===== config.mk =====
export PLATFORM = sky130hd
export DESIGN_NAME = redial_store
export DESIGN_NICKNAME = d
export VERILOG_FILES = /design/src/rtl/rds_pkg.sv /design/src/rtl/rds_mem.sv /design/src/rtl/rds_ptrs.sv /design/src/rtl/rds_play.sv /design/src/rtl/redial_store.sv
export SDC_FILE = /design/constraint.sdc
export NUM_CORES = 1
export LEC_CHECK = 0
export CAP_MARGIN = 25
export CORE_MARGIN = 2
export CORE_UTILIZATION = 61
export CTS_CLUSTER_SIZE = 8
export DETAILED_ROUTE_END_ITERATION = 16
export PLACE_DENSITY = 0.8
export SYNTH_ARGS = -nofsm -noshare
export SYNTH_HDL_FRONTEND = slang
export SYNTH_SLANG_ARGS = --single-unit

===== constraint.sdc =====
create_clock -name clk -period 3.45 [get_ports clk]
set_clock_uncertainty 0.1 [all_clocks]
set_input_delay 0.345 -clock clk [delete_from_list [all_inputs] [get_ports clk]]
set_output_delay 0.345 -clock clk [all_outputs]
set_load 0.05 [all_outputs]

===== src/rtl/rds_pkg.sv =====
package rds_pkg;
    typedef logic [4:0] code_t;

    localparam code_t CODE_PAUSE = 5'd12;
    localparam code_t CODE_MAX   = 5'd16;

    typedef enum logic {
        CAP_TRACK = 1'b0,
        CAP_LOST  = 1'b1
    } cap_state_t;

    typedef enum logic {
        PLAY_IDLE  = 1'b0,
        PLAY_PAUSE = 1'b1
    } play_state_t;
endpackage


===== src/rtl/rds_mem.sv =====
module rds_mem #(
    parameter int DEPTH = 32,
    parameter int AW    = 5
) (
    input  logic              clk,
    input  logic              we,
    input  logic [AW-1:0]     waddr,
    input  rds_pkg::code_t    wdata,
    input  logic [AW-1:0]     raddr_a,
    output rds_pkg::code_t    rdata_a,
    input  logic [AW-1:0]     raddr_b,
    output rds_pkg::code_t    rdata_b
);
    rds_pkg::code_t words [DEPTH];

    // The memory has no reset; only written locations are ever read.
    always_ff @(posedge clk) begin
        if (we) begin
            words[waddr] <= wdata;
        end
    end

    // Two combinational read ports: one for playback, one for the manual compare.
    assign rdata_a = words[raddr_a];
    assign rdata_b = words[raddr_b];
endmodule


===== src/rtl/rds_ptrs.sv =====
module rds_ptrs
    import rds_pkg::*;
#(
    parameter int STORE = 23,
    parameter int AW    = 5,
    parameter int CW    = 5
) (
    input  logic           clk,
    input  logic           rst_n,
    input  logic           take,
    input  logic           rd_fire,
    input  logic           flash_rewind,
    input  logic           redial_start,
    input  logic           supply_ok,
    input  logic           manual_valid,
    input  code_t          manual_code,
    input  code_t          cmp_data,
    output logic [AW-1:0]  waddr,
    output logic [AW-1:0]  raddr,
    output logic [AW-1:0]  cmp_addr,
    output logic           has_pending,
    output logic [CW-1:0]  pending,
    output logic [CW-1:0]  capacity
);
    logic [CW-1:0] p1_q, m1_q, p2_q, cmp_q;
    cap_state_t    cap_q, cap_d;
    logic          ovf, mismatch, kill, man_ok;

    always_comb begin
        ovf      = take && (p1_q == CW'(STORE));
        man_ok   = manual_valid && (manual_code <= CODE_MAX);
        mismatch = man_ok && (cmp_q < p2_q) && (cmp_data != manual_code);
        kill     = !supply_ok || ovf || mismatch;
        waddr    = ovf ? '0 : AW'(p1_q);
        raddr    = AW'(m1_q);
        cmp_addr = AW'(cmp_q);
    end

    // Write, read and compare positions
    always_ff @(posedge clk or negedge rst_n) begin
        if (!rst_n) begin
            p1_q  <= '0;
            m1_q  <= '0;
            cmp_q <= '0;
        end else begin
            if (take) begin
                p1_q <= ovf ? CW'(1) : p1_q + CW'(1);
            end
            if (ovf || flash_rewind) begin
                m1_q <= '0;
            end else if (redial_start && (p2_q != '0)) begin
                m1_q <= '0;
            end else if (rd_fire) begin
                m1_q <= m1_q + CW'(1);
            end
            if (flash_rewind) begin
                cmp_q <= '0;
            end else if (man_ok && (cmp_q < CW'(STORE))) begin
                cmp_q <= cmp_q + CW'(1);
            end
        end
    end

    // Capacity machine: state register
    always_ff @(posedge clk or negedge rst_n) begin
        if (!rst_n) begin
            cap_q <= CAP_TRACK;
        end else begin
            cap_q <= cap_d;
        end
    end

    // Capacity machine: next state
    always_comb begin
        cap_d = cap_q;
        unique case (cap_q)
            CAP_TRACK: if (kill) cap_d = CAP_LOST;
            CAP_LOST:  cap_d = CAP_LOST;
            default:   cap_d = CAP_LOST;
        endcase
    end

    // Capacity machine: capacity count
    always_ff @(posedge clk or negedge rst_n) begin
        if (!rst_n) begin
            p2_q <= '0;
        end else begin
            unique case (cap_q)
                CAP_TRACK: begin
                    if (kill) begin
                        p2_q <= '0;
                    end else if (take) begin
                        p2_q <= p2_q + CW'(1);
                    end
                end
                default: p2_q <= '0;
            endcase
        end
    end

    assign has_pending = (p1_q != m1_q);
    assign pending     = p1_q - m1_q;
    assign capacity    = p2_q;
endmodule


===== src/rtl/rds_play.sv =====
module rds_play
    import rds_pkg::*;
#(
    parameter int PAUSE_CYC = 16
) (
    input  logic   clk,
    input  logic   rst_n,
    input  logic   rd_req,
    input  logic   has_pending,
    input  code_t  rdata,
    input  logic   abort,
    output logic   rd_fire,
    output logic   rd_valid,
    output code_t  rd_code,
    output logic   rd_empty,
    output logic   pause_busy
);
    localparam int TW = $clog2(PAUSE_CYC + 1);

    play_state_t   state_q, state_d;
    logic [TW-1:0] cnt_q, cnt_d;
    logic          idle, empty_hit;

    always_comb begin
        idle      = (state_q == PLAY_IDLE);
        rd_fire   = rd_req && idle && has_pending;
        empty_hit = rd_req && idle && !has_pending;
    end

    // State register
    always_ff @(posedge clk or negedge rst_n) begin
        if (!rst_n) begin
            state_q <= PLAY_IDLE;
            cnt_q   <= '0;
        end else begin
            state_q <= state_d;
            cnt_q   <= cnt_d;
        end
    end

    // Next state
    always_comb begin
        state_d = state_q;
        cnt_d   = cnt_q;
        unique case (state_q)
            PLAY_IDLE: begin
                if (rd_fire && (rdata == CODE_PAUSE)) begin
                    state_d = PLAY_PAUSE;
                    cnt_d   = TW'(PAUSE_CYC);
                end
            end
            PLAY_PAUSE: begin
                if (abort || (cnt_q <= TW'(1))) begin
                    state_d = PLAY_IDLE;
                    cnt_d   = '0;
                end else begin
                    cnt_d = cnt_q - TW'(1);
                end
            end
            default: begin
                state_d = PLAY_IDLE;
                cnt_d   = '0;
            end
        endcase
    end

    // Registered outputs
    always_ff @(posedge clk or negedge rst_n) begin
        if (!rst_n) begin
            rd_valid <= 1'b0;
            rd_empty <= 1'b0;
            rd_code  <= '0;
        end else begin
            rd_valid <= rd_fire;
            rd_empty <= empty_hit;
            if (rd_fire) begin
                rd_code <= rdata;
            end
        end
    end

    assign pause_busy = (state_q == PLAY_PAUSE);
endmodule


===== src/rtl/redial_store.sv =====
module redial_store
    import rds_pkg::*;
#(
    parameter int DEPTH     = 32,
    parameter int STORE     = 23,
    parameter int PAUSE_CYC = 16,
    localparam int AW       = $clog2(DEPTH),
    localparam int CW       = $clog2(STORE + 1)
) (
    input  logic          clk,
    input  logic          rst_n,
    input  logic          wr_valid,
    input  logic [4:0]    wr_code,
    input  logic          rd_req,
    output logic          rd_valid,
    output logic [4:0]    rd_code,
    output logic          rd_empty,
    input  logic          redial_start,
    input  logic          manual_valid,
    input  logic [4:0]    manual_code,
    input  logic          supply_ok,
    input  logic          flash_rewind,
    output logic          pause_busy,
    output logic          redial_ok,
    output logic [CW-1:0] pending,
    output logic [CW-1:0] capacity
);
    logic [AW-1:0] waddr, raddr, cmp_addr;
    code_t         rdata, cmp_data;
    logic          take, abort, rd_fire, has_pending, busy;

    always_comb begin
        abort = wr_valid && (wr_code == CODE_PAUSE) && busy;
        take  = wr_valid && (wr_code <= CODE_MAX) && !abort;
    end

    rds_mem #(.DEPTH(DEPTH), .AW(AW)) u_mem (
        .clk     (clk),
        .we      (take),
        .waddr   (waddr),
        .wdata   (wr_code),
        .raddr_a (raddr),
        .rdata_a (rdata),
        .raddr_b (cmp_addr),
        .rdata_b (cmp_data)
    );

    rds_ptrs #(.STORE(STORE), .AW(AW), .CW(CW)) u_ptrs (
        .clk          (clk),
        .rst_n        (rst_n),
        .take         (take),
        .rd_fire      (rd_fire),
        .flash_rewind (flash_rewind),
        .redial_start (redial_start),
        .supply_ok    (supply_ok),
        .manual_valid (manual_valid),
        .manual_code  (manual_code),
        .cmp_data     (cmp_data),
        .waddr        (waddr),
        .raddr        (raddr),
        .cmp_addr     (cmp_addr),
        .has_pending  (has_pending),
        .pending      (pending),
        .capacity     (capacity)
    );

    rds_play #(.PAUSE_CYC(PAUSE_CYC)) u_play (
        .clk         (clk),
        .rst_n       (rst_n),
        .rd_req      (rd_req),
        .has_pending (has_pending),
        .rdata       (rdata),
        .abort       (abort),
        .rd_fire     (rd_fire),
        .rd_valid    (rd_valid),
        .rd_code     (rd_code),
        .rd_empty    (rd_empty),
        .pause_busy  (busy)
    );

    assign pause_busy = busy;
    assign redial_ok  = (capacity != '0);
endmodule


* Word-level counts from Yosys, hierarchy flattened *
Memories as Yosys holds them, arrays and structs flattened.
Cells that the tools add are included.

cells by class
  add/sub/neg operators = 6
  reduce and logical (&&, ||, !) cells = 25
  $lt $le $gt $ge = 5
  equal/unequal tests = 6
  bitwise gates (word level) = 2
  muxes and demuxes = 20

operators with widths
  cell                                                                   number
  5-bit 2-to-1 mux                                                       12
  5-bit by 1-bit adder with 5-bit output, second input constant          4
  1-bit logical AND                                                      14
  5-bit by 4-bit == test with 1-bit output, second input constant        2
  5-bit <= comparator, second input constant                             2
  5-bit inequality test                                                  2
  5-bit case mux with 2 select lines                                     1
  3-bit nonzero test                                                     2
  5-bit == test, second input constant                                   1
  5-bit by 1-bit <= comparator with 1-bit output, second input constant  1
  5-bit < comparator                                                     1
  5-bit < comparator, second input constant                              1
  1-bit 2-to-1 mux                                                       5
  5-bit nonzero test                                                     1
  5-bit by 1-bit subtractor with 5-bit output, second input constant     1
  5-bit subtractor                                                       1
  1-bit logical OR                                                       4
  1-bit case mux with 2 select lines                                     2
  1-bit logical NOT                                                      3
  2-bit inequality test, second input constant                           1
  1-bit inverter                                                         2
  2-bit nonzero test                                                     1

storage, ports and cells
  bits in writable memories = 160
  logic and storage cells = 75
  input bits = 18
  memories = 1
  register bits after elaboration = 34

memory list
  memory       words  bits a word  read ports  clocked after Yosys merged registers in  wr ports  RTL line       source
  u_mem.words  32     5            2           0                                        1         rds_mem.sv:14  rds_pkg::code_t words [DEPTH];

* Depth between registers and ports, before layout *
  depth in word-level cells = 10
  depth in mapped cells = 11
  mapped depth without buffers = 9

* Cells and area by module *
Synthesis repeated with hierarchy kept, for this count alone.

second synthesis, totals
  cells, all modules = 540
  area total of the unflattened synthesis = 9,541.7 µm²

by module, submodules not included
  module        instances  area an instance (µm²)  cells an instance
  rds_mem       1          7,473.4                 338
  rds_ptrs      1          1,387.6                 144
  rds_play      1          626.9                   50
  redial_store  1          53.8                    8

* Least setup slack after synthesis *
No wires, ideal clock.

  kind = register to register
  start = register u_play.state_q (netlist: u_play.pause_busy)
  end = memory u_mem.words[3][0] (netlist name) (enable)
  slack = 588 ps
  stages on the path, launching flop included = 8
  data arrival time = 2,389 ps
  buffers on the path = 2
  cell sequence = dfrtp_1 nor4bb_1 o21ai_0 and3_1 clkbuf_1 clkbuf_1 nand4_1 nor3_1

between the ends
  longest elaborated chain between the ends = 5
  elaborated cells between the ends (all ways) = 7

RTL lines
  what                                                                               RTL line                       source
  start, declared                                                                    rds_play.sv:20                 play_state_t state_q, state_d;
  start signal, assigned                                                             rds_play.sv:36                 state_q <= state_d;
  1-bit logical AND *                                                                redial_store.sv:33             abort = wr_valid && (wr_code == CODE_PAUSE) && busy;
  1-bit logical NOT *                                                                redial_store.sv:34             take = wr_valid && (wr_code <= CODE_MAX) && !abort;
  1-bit logical AND *                                                                redial_store.sv:34
  1-bit 2-to-1 mux / 1-bit logical AND (equally long branches)                       rds_mem.sv:18, rds_ptrs.sv:30
  1-bit 2-to-1 mux (implied by the code) / 5-bit 2-to-1 mux (equally long branches)  rds_mem.sv:19, rds_ptrs.sv:34
  end, declared                                                                      rds_mem.sv:14

Every way passes the cells marked *; elsewhere a longest branch is shown, timed or not.

* Worst setup path in the final report *
  start = register u_ptrs.p1_q[0]
  end = output port pending[4]

between the ends
  longest elaborated chain between the ends = 1

RTL lines
  what                    RTL line            source
  start, declared         rds_ptrs.sv:25      logic [CW-1:0] p1_q, m1_q, p2_q, cmp_q;
  start signal, assigned  rds_ptrs.sv:47      p1_q <= ovf ? CW'(1) : p1_q + CW'(1);
  5-bit subtractor        rds_ptrs.sv:102     assign pending = p1_q - m1_q;
  end, declared           redial_store.sv:25  output logic [CW-1:0] pending,

No other way between the ends.

==> run metrics <==
reg2reg start=u_ptrs.cmp_addr[1]$_DFFE_PN0P_; Post-DRT Antenna Nets=0; leakage=around 3.7 nW; number of I/O pins=37; hold crit path type=in -> async; Setup Buffers After CTS=0; Netlist Area Pre-Place=just under 10000 sq um; antenna violations before repair=0; vias in the first global route=6420; Fmax=0.298 GHz; pre-CTS setup slack=approximately 0.20 ns; syn_nets=between 700 and 800; ys async rst share=about 18%; gpl congestion=0.948; Post-DP Area=10500 sq um; Slew Viols, Final=0; most frequent cells after synthesis=edfxtp_1 (160), mux2i_1 (61), mux4_2 (57); # clock sinks=just under 200; Power Dens Cells=631 nW/um^2; Startpoint Class=flip-flop; clk_lat worst skew=~0.44 ns; Max-slew headroom=59.6%; Die ar.=~17000 sq um; Critical Path Sink Type=primary output; design area=about 11000 sq um; Final nets=758; worst setup path end=pending[4]; R2R depth=8; Die Y=between 100 and 150 microns; Post-CTS Hold Buffers=0; routing usage on met1=approximately two fifths; Fin. Hold Viols=0; H-tree depth=4; Yosys reg bits=194; post-synth top area share=49.4%; fillcell total=around 1000; RSZ-0062 raised after global routing=false; dpl hpwl=17800 microns; worst setup margin=slightly above 0.09 ns; post-route setup TNS=0 ns; Syn-to-layout area delta=13.5%; Longest Clk Path Bufs=2; proportion of layout cells with a drive suffix above 1=between 10% and 20%; largest area contributor in the netlist=edfxtp_1; CTS clk-pin slew, worst paths=around 0.070 ns; Worst EP required=~3.0 ns; gr ovfl total=0; Peak VDD IR=between 0.5 and 0.6 mV; CP startpoint=u_ptrs.p1_q[0]$_DFFE_PN0P_; Vias=6523; Hold WS=roughly 0.23 ns; grt peak-use layer=met2; die span in x=~130 microns; Critical Setup Path Class=reg -> out; top post-synthesis cells by area=edfxtp_1 (49%), mux4_2 (13%), dfrtp_1 (8.7%); Max-cap violations=0; DRC errors left=0; CTS root buf=clkbuf_16; post-CTS resize count=0; status=completed; CTS tree=done; R2R setup slack=0.43 ns; GRT Total Usage=a little under a third; post-synth cell types=approximately 60; number of synthesized flops with an enable pin=160; Setup-failing EPs final=0; worst-path maximum fanout=5; TritonCTS buffer count=17; Synth Flop Type=edfxtp_1; Detailed Route Iter0 Violations=between 800 and 900; PortBufs=36; syn avg cell area=about 14 sq um; diode count=0; top-count cell post-synth=edfxtp_1; drt first pass iters=6; Synth Warn #=0; row count=46; Core Region=approximately 16000 sq um; Final Util=between 70% and 80%; worst-margin pin slew=approximately 0.60 ns; Routed WL per cell=between 20 and 30 microns; met2 usage=51.6%; Post-Synthesis Cells=between 600 and 700; M3 GR Usage=between 9 and 10%; reg2reg end=u_ptrs.capacity[1]$_DFFE_PN0P_; worst path arrival time=between 2 and 3 ns; via/cell ratio=6.86; drt total wl=25500 microns; min cycle time layout=3.36 ns; initial core utilization=61.9%; largest net degree at the start of global routing=44; global-route wire length before repair=~38000 microns; fin crit share=a little over nine tenths; post-synthesis sequential area ratio=58.2%
registers in the layout (all words and copies together), names as in the netlist, 5 cells and up:
name,count
u_play.cnt_q,5
u_play.rd_code,5
u_ptrs.p1_q,5
u_mem.words,160
u_ptrs.capacity,5
u_ptrs.cmp_addr,5
u_ptrs.raddr,5
through the flow:
step / power, mW / std cells
2_1_floorplan: 4.39 / 674
3_3_place_gp: 5.00 / 919
5_1_grt: 7.21 / 951
6_report: 6.96 / 951
3_5_place_dp: 5.08 / 919
4_1_cts: 6.95 / 951
cell type report:
class                      count  area (sq um)  area share, %
multi-input combinational    418          3790           34.4
timing repair buffer          69           646           5.85
sequential                   194          5660           51.3
inverter                      22          82.6          0.748
tap                          216           270           2.45
clock buffer                  17           425           3.86
clock inverter                15           153           1.38
kinds of logic after synthesis:
| family | share of synthesized area [%] |
|---|---|
| flops | 58.2 |
| buf+inv | 2.83 |
| compound gates | 5.58 |
| simple gates | 9.14 |
| xor+xnor | 2.07 |
| mux | 19.8 |
| fa+ha+maj | 2.39 |
critical path, cell delays in order (launching register included):
cell and delay, ns:
dfrtp_1 0.43, inv_1 0.23, ha_1 0.24, fa_1 0.21, inv_1 0.05, a21o_1 0.15
a21oi_1 0.17, xor2_1 0.17, clkdlybuf4s50_1 0.82
per-layer routing:
metal | wire, microns | vias up
met5 | 0 | -
met4 | 928 | 0
met3 | 2870 | 91
met2 | 12600 | 441
met1 | 9190 | 3261
li1 | - | 2730
cell usage in the layout, fill, tap and decap left out, types with 4 or more instances in the layout:
cell	n
a21o_1	7
a21oi_1	10
a22oi_1	25
and2_1	4
buf_4	30
clkbuf_16	17
clkdlybuf4s50_1	36
clkinv_4	4
dfrtp_1	30
edfxtp_1	160
ha_1	17
inv_1	20
mux2i_1	61
mux4_2	57
nand2_1	47
nand2b_1	6
nand3_1	20
nand3b_1	4
nand4_1	16
nor2_1	47
nor2b_1	8
nor3_1	12
o21ai_1	7
xnor2_1	15
xor2_1	8
worst min path at each step:
stage	from	endpoint	slack, ns	cells after the start
floorplan	rst_n	u_play.cnt_q[0]$_DFFE_PN0P_	-0.05	0
global placement	u_play.rd_code[3]$_DFFE_PN0P_	u_play.rd_code[3]$_DFFE_PN0P_	0.37	2
detailed placement	u_play.rd_code[3]$_DFFE_PN0P_	u_play.rd_code[3]$_DFFE_PN0P_	0.39	2
global route	rst_n	u_play.cnt_q[3]$_DFFE_PN0P_	0.27	2
CTS	rst_n	u_play.cnt_q[3]$_DFFE_PN0P_	0.22	2
finish	rst_n	u_play.rd_empty$_DFF_PN0_	0.23	2
power breakdown:
group	total [mW]	internal, mW	switching [mW]
Clock	1.91	0.959	0.947
Combinational	2.18	0.912	1.27
Sequential	2.87	2.68	0.190
No activity file was read; power rests on OpenSTA's default activity.
